`config.mk`:
```
export PLATFORM = sky130hd
export DESIGN_NAME = mc_ref_fetch
export DESIGN_NICKNAME = d
export VERILOG_FILES = /design/src/rtl/mcf_pkg.sv /design/src/rtl/mcf_axis_window.sv /design/src/rtl/mcf_seq.sv /design/src/rtl/mc_ref_fetch.sv
export SDC_FILE = /design/constraint.sdc
export NUM_CORES = 1
export LEC_CHECK = 0
export ABC_AREA = 1
export BUFFER_PORTS_ARGS = -buffer_cell sky130_fd_sc_hd__buf_2
export CAP_MARGIN = 40
export CORE_MARGIN = 2
export CORE_UTILIZATION = 64
export DETAILED_ROUTE_END_ITERATION = 16
export GPL_TIMING_DRIVEN = 0
export PLACE_DENSITY = 0.88
export SYNTH_ARGS = -nofsm -noshare
export SYNTH_HDL_FRONTEND = slang
export SYNTH_SLANG_ARGS = --single-unit
```
`constraint.sdc`:
```
create_clock -name clk -period 25.1 [get_ports clk]
set_input_delay 2.51 -clock clk [delete_from_list [all_inputs] [get_ports clk]]
set_output_delay 2.51 -clock clk [all_outputs]
set_load 0.05 [all_outputs]
```
`src/rtl/mcf_pkg.sv`:
```
// Shared definitions for the reference area fetcher.
// Assumes 4:2:0 chroma subsampling and a six-tap interpolation margin.
package mcf_pkg;
    typedef enum logic [1:0] {
        PLANE_Y  = 2'd0,
        PLANE_CB = 2'd1,
        PLANE_CR = 2'd2
    } plane_t;

    localparam int MARGIN_PRE  = 2;
    localparam int MARGIN_POST = 3;
    localparam int MARGIN_ALL  = MARGIN_PRE + MARGIN_POST;
endpackage

```
`src/rtl/mcf_axis_window.sv`:
```
// One axis of a fetch window: offset by the vector, add the filter margin
// when the fraction is nonzero, clip to the plane and optionally align.
// Assumes DIM is a multiple of 2*(1<<ALIGN_LG) so aligned ends stay in frame.
module mcf_axis_window #(
    parameter int COORD_W  = 11,
    parameter int MV_W     = 14,
    parameter int SIZE_W   = 5,
    parameter int LEN_W    = 6,
    parameter int DIM      = 1920,
    parameter int ALIGN_LG = 4
) (
    input  logic [COORD_W-1:0]      pos,
    input  logic [SIZE_W-1:0]       size,
    input  logic signed [MV_W-1:0]  mv,
    input  logic                    chroma,
    input  logic                    align_en,
    output logic [COORD_W-1:0]      start,
    output logic [LEN_W-1:0]        len,
    output logic                    clamped
);
    import mcf_pkg::*;

    localparam int IW = COORD_W + 3;

    logic signed [IW-1:0] mv_int, p, s, lo, hi, lim, lo_c, hi_c, lo_a, hi_a, span;
    logic [2:0] frac;
    logic       sub;

    // Scale the request to the plane and form the unclipped window ends.
    always_comb begin
        mv_int = chroma ? IW'(mv >>> 3) : IW'(mv >>> 2);
        frac   = chroma ? mv[2:0] : {1'b0, mv[1:0]};
        p      = chroma ? IW'(pos >> 1) : IW'(pos);
        s      = chroma ? IW'(size >> 1) : IW'(size);
        sub    = (frac != 3'd0);
        lo     = p + mv_int - (sub ? IW'(MARGIN_PRE) : IW'(0));
        hi     = lo + s - IW'(1) + (sub ? IW'(MARGIN_ALL) : IW'(0));
        lim    = chroma ? IW'(DIM / 2 - 1) : IW'(DIM - 1);
    end

    // Clip both ends to the plane, then widen to aligned blocks if asked.
    always_comb begin
        lo_c = (lo < 0) ? '0 : ((lo > lim) ? lim : lo);
        hi_c = (hi < 0) ? '0 : ((hi > lim) ? lim : hi);
        if (align_en) begin
            lo_a = {lo_c[IW-1:ALIGN_LG], {ALIGN_LG{1'b0}}};
            hi_a = {hi_c[IW-1:ALIGN_LG], {ALIGN_LG{1'b1}}};
        end else begin
            lo_a = lo_c;
            hi_a = hi_c;
        end
        span    = hi_a - lo_a + IW'(1);
        start   = lo_a[COORD_W-1:0];
        len     = span[LEN_W-1:0];
        clamped = (lo != lo_c) || (hi != hi_c);
    end
endmodule

```
`src/rtl/mcf_seq.sv`:
```
// Request acceptance and the per-request walk through the three planes.
// Assumes the request fields are captured by the parent on load.
module mcf_seq (
    input  logic            clk,
    input  logic            rst_n,
    input  logic            req_valid,
    output logic            req_ready,
    output logic            load,
    output logic            desc_valid,
    input  logic            desc_ready,
    output mcf_pkg::plane_t plane
);
    import mcf_pkg::*;

    logic busy;

    assign req_ready  = !busy;
    assign load       = !busy && req_valid;
    assign desc_valid = busy;

    // Take a request when idle, then advance Y, Cb, Cr on each handshake.
    always_ff @(posedge clk) begin
        if (!rst_n) begin
            busy  <= 1'b0;
            plane <= PLANE_Y;
        end else if (load) begin
            busy  <= 1'b1;
            plane <= PLANE_Y;
        end else if (busy && desc_ready) begin
            if (plane == PLANE_CR) begin
                busy <= 1'b0;
            end else begin
                plane <= plane_t'(plane + 2'd1);
            end
        end
    end

    AST_PENDING_BLOCKS: assert property (@(posedge clk) disable iff (!rst_n)
        desc_valid |-> !req_ready);
    AST_Y_THEN_CB: assert property (@(posedge clk) disable iff (!rst_n)
        (desc_valid && desc_ready && plane == PLANE_Y) |=> (desc_valid && plane == PLANE_CB));
    AST_CB_THEN_CR: assert property (@(posedge clk) disable iff (!rst_n)
        (desc_valid && desc_ready && plane == PLANE_CB) |=> (desc_valid && plane == PLANE_CR));
endmodule

```
`src/rtl/mc_ref_fetch.sv`:
```
// Motion compensation reference area fetcher: captures one request and
// emits luma, Cb and Cr fetch windows through a valid/ready handshake.
// Assumes FRAME_W and FRAME_H are multiples of 32 and partitions of 4..16.
module mc_ref_fetch #(
    parameter int FRAME_W  = 1920,
    parameter int FRAME_H  = 1088,
    parameter int COORD_W  = 11,
    parameter int MV_W     = 14,
    parameter int SIZE_W   = 5,
    parameter int LEN_W    = 6,
    parameter int REF_W    = 4,
    parameter int ALIGN_LG = 4
) (
    input  logic                   clk,
    input  logic                   rst_n,
    input  logic                   req_valid,
    output logic                   req_ready,
    input  logic [COORD_W-1:0]     req_px,
    input  logic [COORD_W-1:0]     req_py,
    input  logic [SIZE_W-1:0]      req_w,
    input  logic [SIZE_W-1:0]      req_h,
    input  logic signed [MV_W-1:0] req_mvx,
    input  logic signed [MV_W-1:0] req_mvy,
    input  logic [REF_W-1:0]       req_ref,
    output logic                   desc_valid,
    input  logic                   desc_ready,
    output logic [1:0]             desc_plane,
    output logic [COORD_W-1:0]     desc_col,
    output logic [COORD_W-1:0]     desc_row,
    output logic [LEN_W-1:0]       desc_w,
    output logic [LEN_W-1:0]       desc_h,
    output logic [REF_W-1:0]       desc_ref,
    output logic                   desc_clamped
);
    import mcf_pkg::*;

    localparam int MAX_LUMA = 16 + MARGIN_ALL;

    plane_t                  plane;
    logic                    load, chroma, clamp_x, clamp_y;
    logic [COORD_W-1:0]      r_px, r_py;
    logic [SIZE_W-1:0]       r_w, r_h;
    logic signed [MV_W-1:0]  r_mvx, r_mvy;
    logic [REF_W-1:0]        r_ref;

    mcf_seq u_seq (
        .clk        (clk),
        .rst_n      (rst_n),
        .req_valid  (req_valid),
        .req_ready  (req_ready),
        .load       (load),
        .desc_valid (desc_valid),
        .desc_ready (desc_ready),
        .plane      (plane)
    );

    // Capture the request fields when it is accepted.
    always_ff @(posedge clk) begin
        if (!rst_n) begin
            r_px  <= '0;
            r_py  <= '0;
            r_w   <= '0;
            r_h   <= '0;
            r_mvx <= '0;
            r_mvy <= '0;
            r_ref <= '0;
        end else if (load) begin
            r_px  <= req_px;
            r_py  <= req_py;
            r_w   <= req_w;
            r_h   <= req_h;
            r_mvx <= req_mvx;
            r_mvy <= req_mvy;
            r_ref <= req_ref;
        end
    end

    assign chroma = (plane != PLANE_Y);

    mcf_axis_window #(
        .COORD_W (COORD_W), .MV_W (MV_W), .SIZE_W (SIZE_W),
        .LEN_W (LEN_W), .DIM (FRAME_W), .ALIGN_LG (ALIGN_LG)
    ) u_xwin (
        .pos (r_px), .size (r_w), .mv (r_mvx), .chroma (chroma),
        .align_en (chroma), .start (desc_col), .len (desc_w), .clamped (clamp_x)
    );

    mcf_axis_window #(
        .COORD_W (COORD_W), .MV_W (MV_W), .SIZE_W (SIZE_W),
        .LEN_W (LEN_W), .DIM (FRAME_H), .ALIGN_LG (ALIGN_LG)
    ) u_ywin (
        .pos (r_py), .size (r_h), .mv (r_mvy), .chroma (chroma),
        .align_en (1'b0), .start (desc_row), .len (desc_h), .clamped (clamp_y)
    );

    assign desc_plane   = plane;
    assign desc_ref     = r_ref;
    assign desc_clamped = clamp_x || clamp_y;

    AST_HOLD_UNDER_STALL: assert property (@(posedge clk) disable iff (!rst_n)
        (desc_valid && !desc_ready) |=> (desc_valid && $stable(desc_plane) && $stable(desc_col)
            && $stable(desc_row) && $stable(desc_w) && $stable(desc_h) && $stable(desc_ref)));
    AST_CHROMA_ALIGNED: assert property (@(posedge clk) disable iff (!rst_n)
        (desc_valid && chroma) |-> (desc_col[ALIGN_LG-1:0] == '0 && desc_w[ALIGN_LG-1:0] == '0));
    AST_INSIDE_FRAME: assert property (@(posedge clk) disable iff (!rst_n)
        desc_valid |-> ((int'(desc_col) + int'(desc_w) <= (chroma ? FRAME_W / 2 : FRAME_W))
            && (int'(desc_row) + int'(desc_h) <= (chroma ? FRAME_H / 2 : FRAME_H))));
    AST_LUMA_BOUND: assert property (@(posedge clk) disable iff (!rst_n)
        (desc_valid && !chroma) |-> (desc_w != '0 && desc_h != '0
            && int'(desc_w) <= MAX_LUMA && int'(desc_h) <= MAX_LUMA));
endmodule

```
=== After elaboration in Yosys (flattened, before gate mapping) ===
Index checks and enable logic that the tools add are counted.
Widths: inputs -> output; s select.

* Word-level logic and storage cells: 80
* Output and inout bits: 43
* Flip-flop bits (word level): 67

* Bitwise operators: 2
* Equality and inequality tests: 5
* $add $sub $neg: 15
* Magnitude comparators: 8
* Muxes and demuxes: 27
* Reductions and logical operators: 14

{| class="wikitable"
|+ Operator list
! cell !! number
|-
| $mux 14 || 8
|-
| $mux 11 || 6
|-
| $gt 14x12->1 || 4
|-
| $lt 14x1->1 const B || 4
|-
| $ne 14x14->1 || 4
|-
| $add 14x4->14 || 2
|-
| $add 14x6->14 || 2
|-
| $sub 14x2->14 const B || 2
|-
| $sub 14x3->14 || 2
|-
| $add 12x12->13 || 2
|-
| $add 6x2->6 const B || 2
|-
| $mux 3 || 4
|-
| $sub 6x6->6 || 2
|-
| $mux 5 || 2
|-
| $mux 4 || 2
|-
| $reduce_bool 2->1 || 3
|-
| $reduce_bool 3->1 || 2
|-
| $mux 2 || 2
|-
| $reduce_and 2->1 || 2
|-
| $logic_or 1x1->1 || 3
|-
| $mux 1 || 3
|-
| $add 2x1->2 const B || 1
|-
| $eq 2x2->1 const B || 1
|-
| $logic_and 1x1->1 || 2
|-
| 3 further kinds || 4
|}

=== Depth between registers and ports, before layout ===
* Depth after elaboration: 14
* Depth in mapped cells: 52

=== Modules after synthesis ===
Synthesis repeated with hierarchy kept, for this count alone.

* Cells, all modules: 1,441
* Area, all modules: 8,799.7 um^2

{| class="wikitable"
|+ By module, submodules not included
! module !! seq. area each (um^2) !! cells each !! area each (um^2) !! times used
|-
| mcf_axis_window (u_xwin) || 0.0 || 494 || 2,975.4 || 1
|-
| mcf_axis_window (u_ywin) || 0.0 || 514 || 2,969.1 || 1
|-
| mc_ref_fetch || 1,281.2 || 408 || 2,686.3 || 1
|-
| mcf_seq || 60.1 || 25 || 168.9 || 1
|}

=== Least setup slack after synthesis ===
OpenSTA, ideal clock, no wires.

* Path type: flip-flop to output port
* From: register u_seq.plane[0]
* To: output desc_h[5]
* Cell stages (with the launch flop): 37
* Data required time: 22.590 ns
* Arrival time: 8.332 ns
* Path slack: 14.258 ns
* Path buffers: 3
* Cells stage by stage: dfxtp_1 inv_1 ha_1 clkbuf_1 clkinv_1 clkbuf_1 clkbuf_1 nand2_1 nand2_1 ha_1 fa_1 xor2_1 inv_1 ha_1 ha_1 fa_1 fa_1 o21ai_0 nand2_1 nand2_1 xor2_1 ha_1 nand3_1 or2_2 o32ai_1 nand4_1 nand2_1 nand2_1 o21ai_0 inv_1 ha_1 fa_1 nand3_1 nand2_1 xor2_1 xnor2_1 xor2_1

* Word-level cells in the longest chain between the ends: 13
* Elaborated cells between the ends (all ways): 24

{| class="wikitable"
|+ RTL lines
! item !! line !! RTL
|-
| start, declared || mcf_seq.sv:11 || <nowiki>output mcf_pkg::plane_t plane</nowiki>
|-
| start signal, assigned || mcf_seq.sv:33 || <nowiki>plane <= plane_t'(plane + 2'd1);</nowiki>
|-
| $reduce_bool 2->1 (*) || mc_ref_fetch.sv:78 || <nowiki>assign chroma = (plane != PLANE_Y);</nowiki>
|-
| branches (longest 10 deep; another with $sub 14x3->14) || n/a ||
|-
| $sub 6x6->6 (*) || mcf_axis_window.sv:52 || <nowiki>span = hi_a - lo_a + IW'(1);</nowiki>
|-
| $add 6x2->6 (*) || mcf_axis_window.sv:52 ||
|-
| end, declared || mc_ref_fetch.sv:31 || <nowiki>output logic [LEN_W-1:0] desc_h,</nowiki>
|}

Every way passes the cells marked *.

=== Worst setup path in the final report ===
Ends and elaborated chain as after synthesis.

==> flow_metrics.tcl <==
set metrics [dict create \
    status "completed" \
    syn-num-nets 1484 \
    whs_ps 475 \
    clk_pin_slew_ps 50 \
    yosys_warnings 0 \
    synth_area_sq_mm 0.00802 \
    drtAntennaViolNets 0 \
    synth_commonest_cells "nand2_1 (284), inv_1 (196), nor2_1 (158)" \
    drt-pass1-iter-count 7 \
    vias 8712 \
    dp_hpwl_mm 17.4 \
    initial_core_util_pct 66.2 \
    min_period_ps 12280 \
    num_rows 40 \
    grt_max_degree 14 \
    overflow 0 \
    yosysTopAreaCellShare_pct 18.3 \
    synth_edf_count 0 \
    area_growth_syn_to_layout_pct 13.1 \
    via_per_inst 5.50 \
    min_to "r_mvy[5]" \
    cts.sinks 67 \
    grt.total_usage_pct 33.3 \
    end_kind "primary output" \
    fmax_mhz 81.4 \
    antenna_found_initial 0 \
    rsz0062_at_grt "false" \
    ys_ff_latch 67 \
    skew_ps 5.20 \
    die_y_microns 116 \
    worst_pin_slew_ps 648 \
    yosysMostFrequentCell "nand2_1" \
    grt_pass1_vias 8204 \
    synth_cells 1291 \
    cts_tree "done" \
    cts_root_buf "clkbuf_16" \
    first_iter_violations 598 \
    clock_latency_ps 330 \
    post_cts_buffers 0 \
    routed_wl_mm 21.7 \
    layout_setup_ws_ps 12820 \
    synth_area_per_cell_sq_um 6.21 \
    synthArstFlopShare_pct 0 \
    cpPeakStageDelay_ps 470 \
    slew_violations 0 \
    cp.arrival_ps 9770 \
    clockBufferDepth 2 \
    io_pins 111 \
    numCtsBuffers 9 \
    drive_gt1_share_pct 12.3 \
    cp.required_ps 22590 \
    path_class "register to primary output" \
    hold_buffers 0 \
    cts_resized 0 \
    fp.dieW_microns 116 \
    crit_path_start_kind "register" \
    cp_common_cell "nand2_1" \
    finalNonFillerCells 1584 \
    synth_ff_type "dfxtp_1" \
    grt_pass1_wl_mm 36.0 \
    hold_start "r_mvy[5]" \
    slew_headroom_pct 56.8 \
    gp_congestion 0.970 \
    ys_types 44 \
    place_inst 1569 \
    dp_slack_ps 13240 \
    cts_max_level 3 \
    synth_top_cell_by_area "ha_1" \
    cpMaxStageDelayCell "fa_1" \
    whs_path_depth 2 \
    final_nets 1605 \
    fin_crit_sh_pct 48.9 \
    diodes 0 \
    hold_viol 0 \
    drc 0 \
    core_area_sq_mm 0.0121 \
    io_buffers 109 \
    crit_path_max_fanout 10 \
    setup_viol 0 \
    rr_endpoint "r_py[2]" \
    setup_tns_ps 0 \
    timing.rr.start "u_seq.desc_valid" \
    cap_violations 0 \
    hp-class "register to register" \
    ys_seq_area_share_pct 16.7 \
    die-area_sq_mm 0.0134 \
    wl_per_cell_microns 13.7 \
    r2r_setup_slack_ps 23260 \
    netlist_top_cells_area "ha_1 (18%), dfxtp_1 (17%), nand2_1 (13%)" \
    reg2reg_depth 6 \
]
## cell usage in the layout (no fill, tap or decap), types with 9 or more instances in the layout
cell type	count
nand4_1	22
buf_2	109
nand2_2	15
nor2_1	158
dfxtp_1	67
xor2_1	36
o21ai_0	132
inv_1	196
clkbuf_16	9
nand3_1	57
clkbuf_1	33
a21oi_1	77
ha_1	117
nand2_1	284
xnor2_1	12
## critical path, delay by kind of cell, from the launching register on
| family | cells | cell delay [ps] |
|---|---|---|
| adders and majority gates | 10 | 3190 |
| buffers and inverters | 9 | 2310 |
| and+or+nand+nor | 17 | 1930 |
| xor gates and xnor gates | 6 | 1220 |
| AOI/OAI and AO/OA | 2 | 460 |
| DFF | 1 | 300 |
## kinds of logic (layout without fill, tap and decap cells)
kind of cell | after synthesis | count (layout) | share of synthesized area, %
compound gates | 235 | 235 | 15.5
xor+xnor | 49 | 49 | 5.45
fa+ha+maj | 125 | 125 | 20.3
buf+inv | 238 | 363 | 11.1
flops | 67 | 67 | 16.7
simple gates | 577 | 577 | 31.0
## final cells by class
type | count | area, sq um
multi-input combinational | 986 | 5780
fill | 1043 | 3040
sequential | 67 | 1340
inverter | 204 | 766
timing repair buffer | 110 | 561
clock buffer | 11 | 253
tap | 168 | 210
buffer | 34 | 128
clock inverter | 4 | 26.3
## state kept, by name (all words and copies together) (netlist names), 2 cells and up
| name | flops |
|---|---|
| r_px | 11 |
| u_seq.plane | 2 |
| desc_ref | 4 |
| r_mvx | 14 |
| r_h | 5 |
| r_mvy | 14 |
| r_w | 5 |
| r_py | 11 |
## how the worst max path moves through the flow
stage                   start        end  slack [ps]  depth (start not counted)
2_1_floorplan  u_seq.plane[0]  desc_h[5]       14260                         36
3_3_place_gp   u_seq.plane[0]  desc_h[5]       13330                         38
3_5_place_dp   u_seq.plane[0]  desc_h[5]       13240                         38
4_1_cts        u_seq.plane[0]  desc_h[5]       12890                         38
5_1_grt        u_seq.plane[0]  desc_h[5]       12080                         38
6_report       u_seq.plane[0]  desc_h[5]       12820                         44
## per-layer routing
metal	track usage (%)	routed length, microns	vias to the layer above
li1	-	-	4422
met1	40.1	9040	3903
met2	60.3	10500	316
met3	4.34	1480	71
met4	12.4	722	0
met5	0	0	-
## through the flow
step           cell area, sq um  utilization (%)
4_1_cts                    9070             74.9
3_5_place_dp               8790             72.6
2_1_floorplan              8020                -
3_3_place_gp               8770             72.4
6_report                   9070             74.9
5_1_grt                    9070             74.9
Power is left out: the tool's default activity adds up to more than one toggle a clock period on the data nets, which glitch-free logic cannot reach.
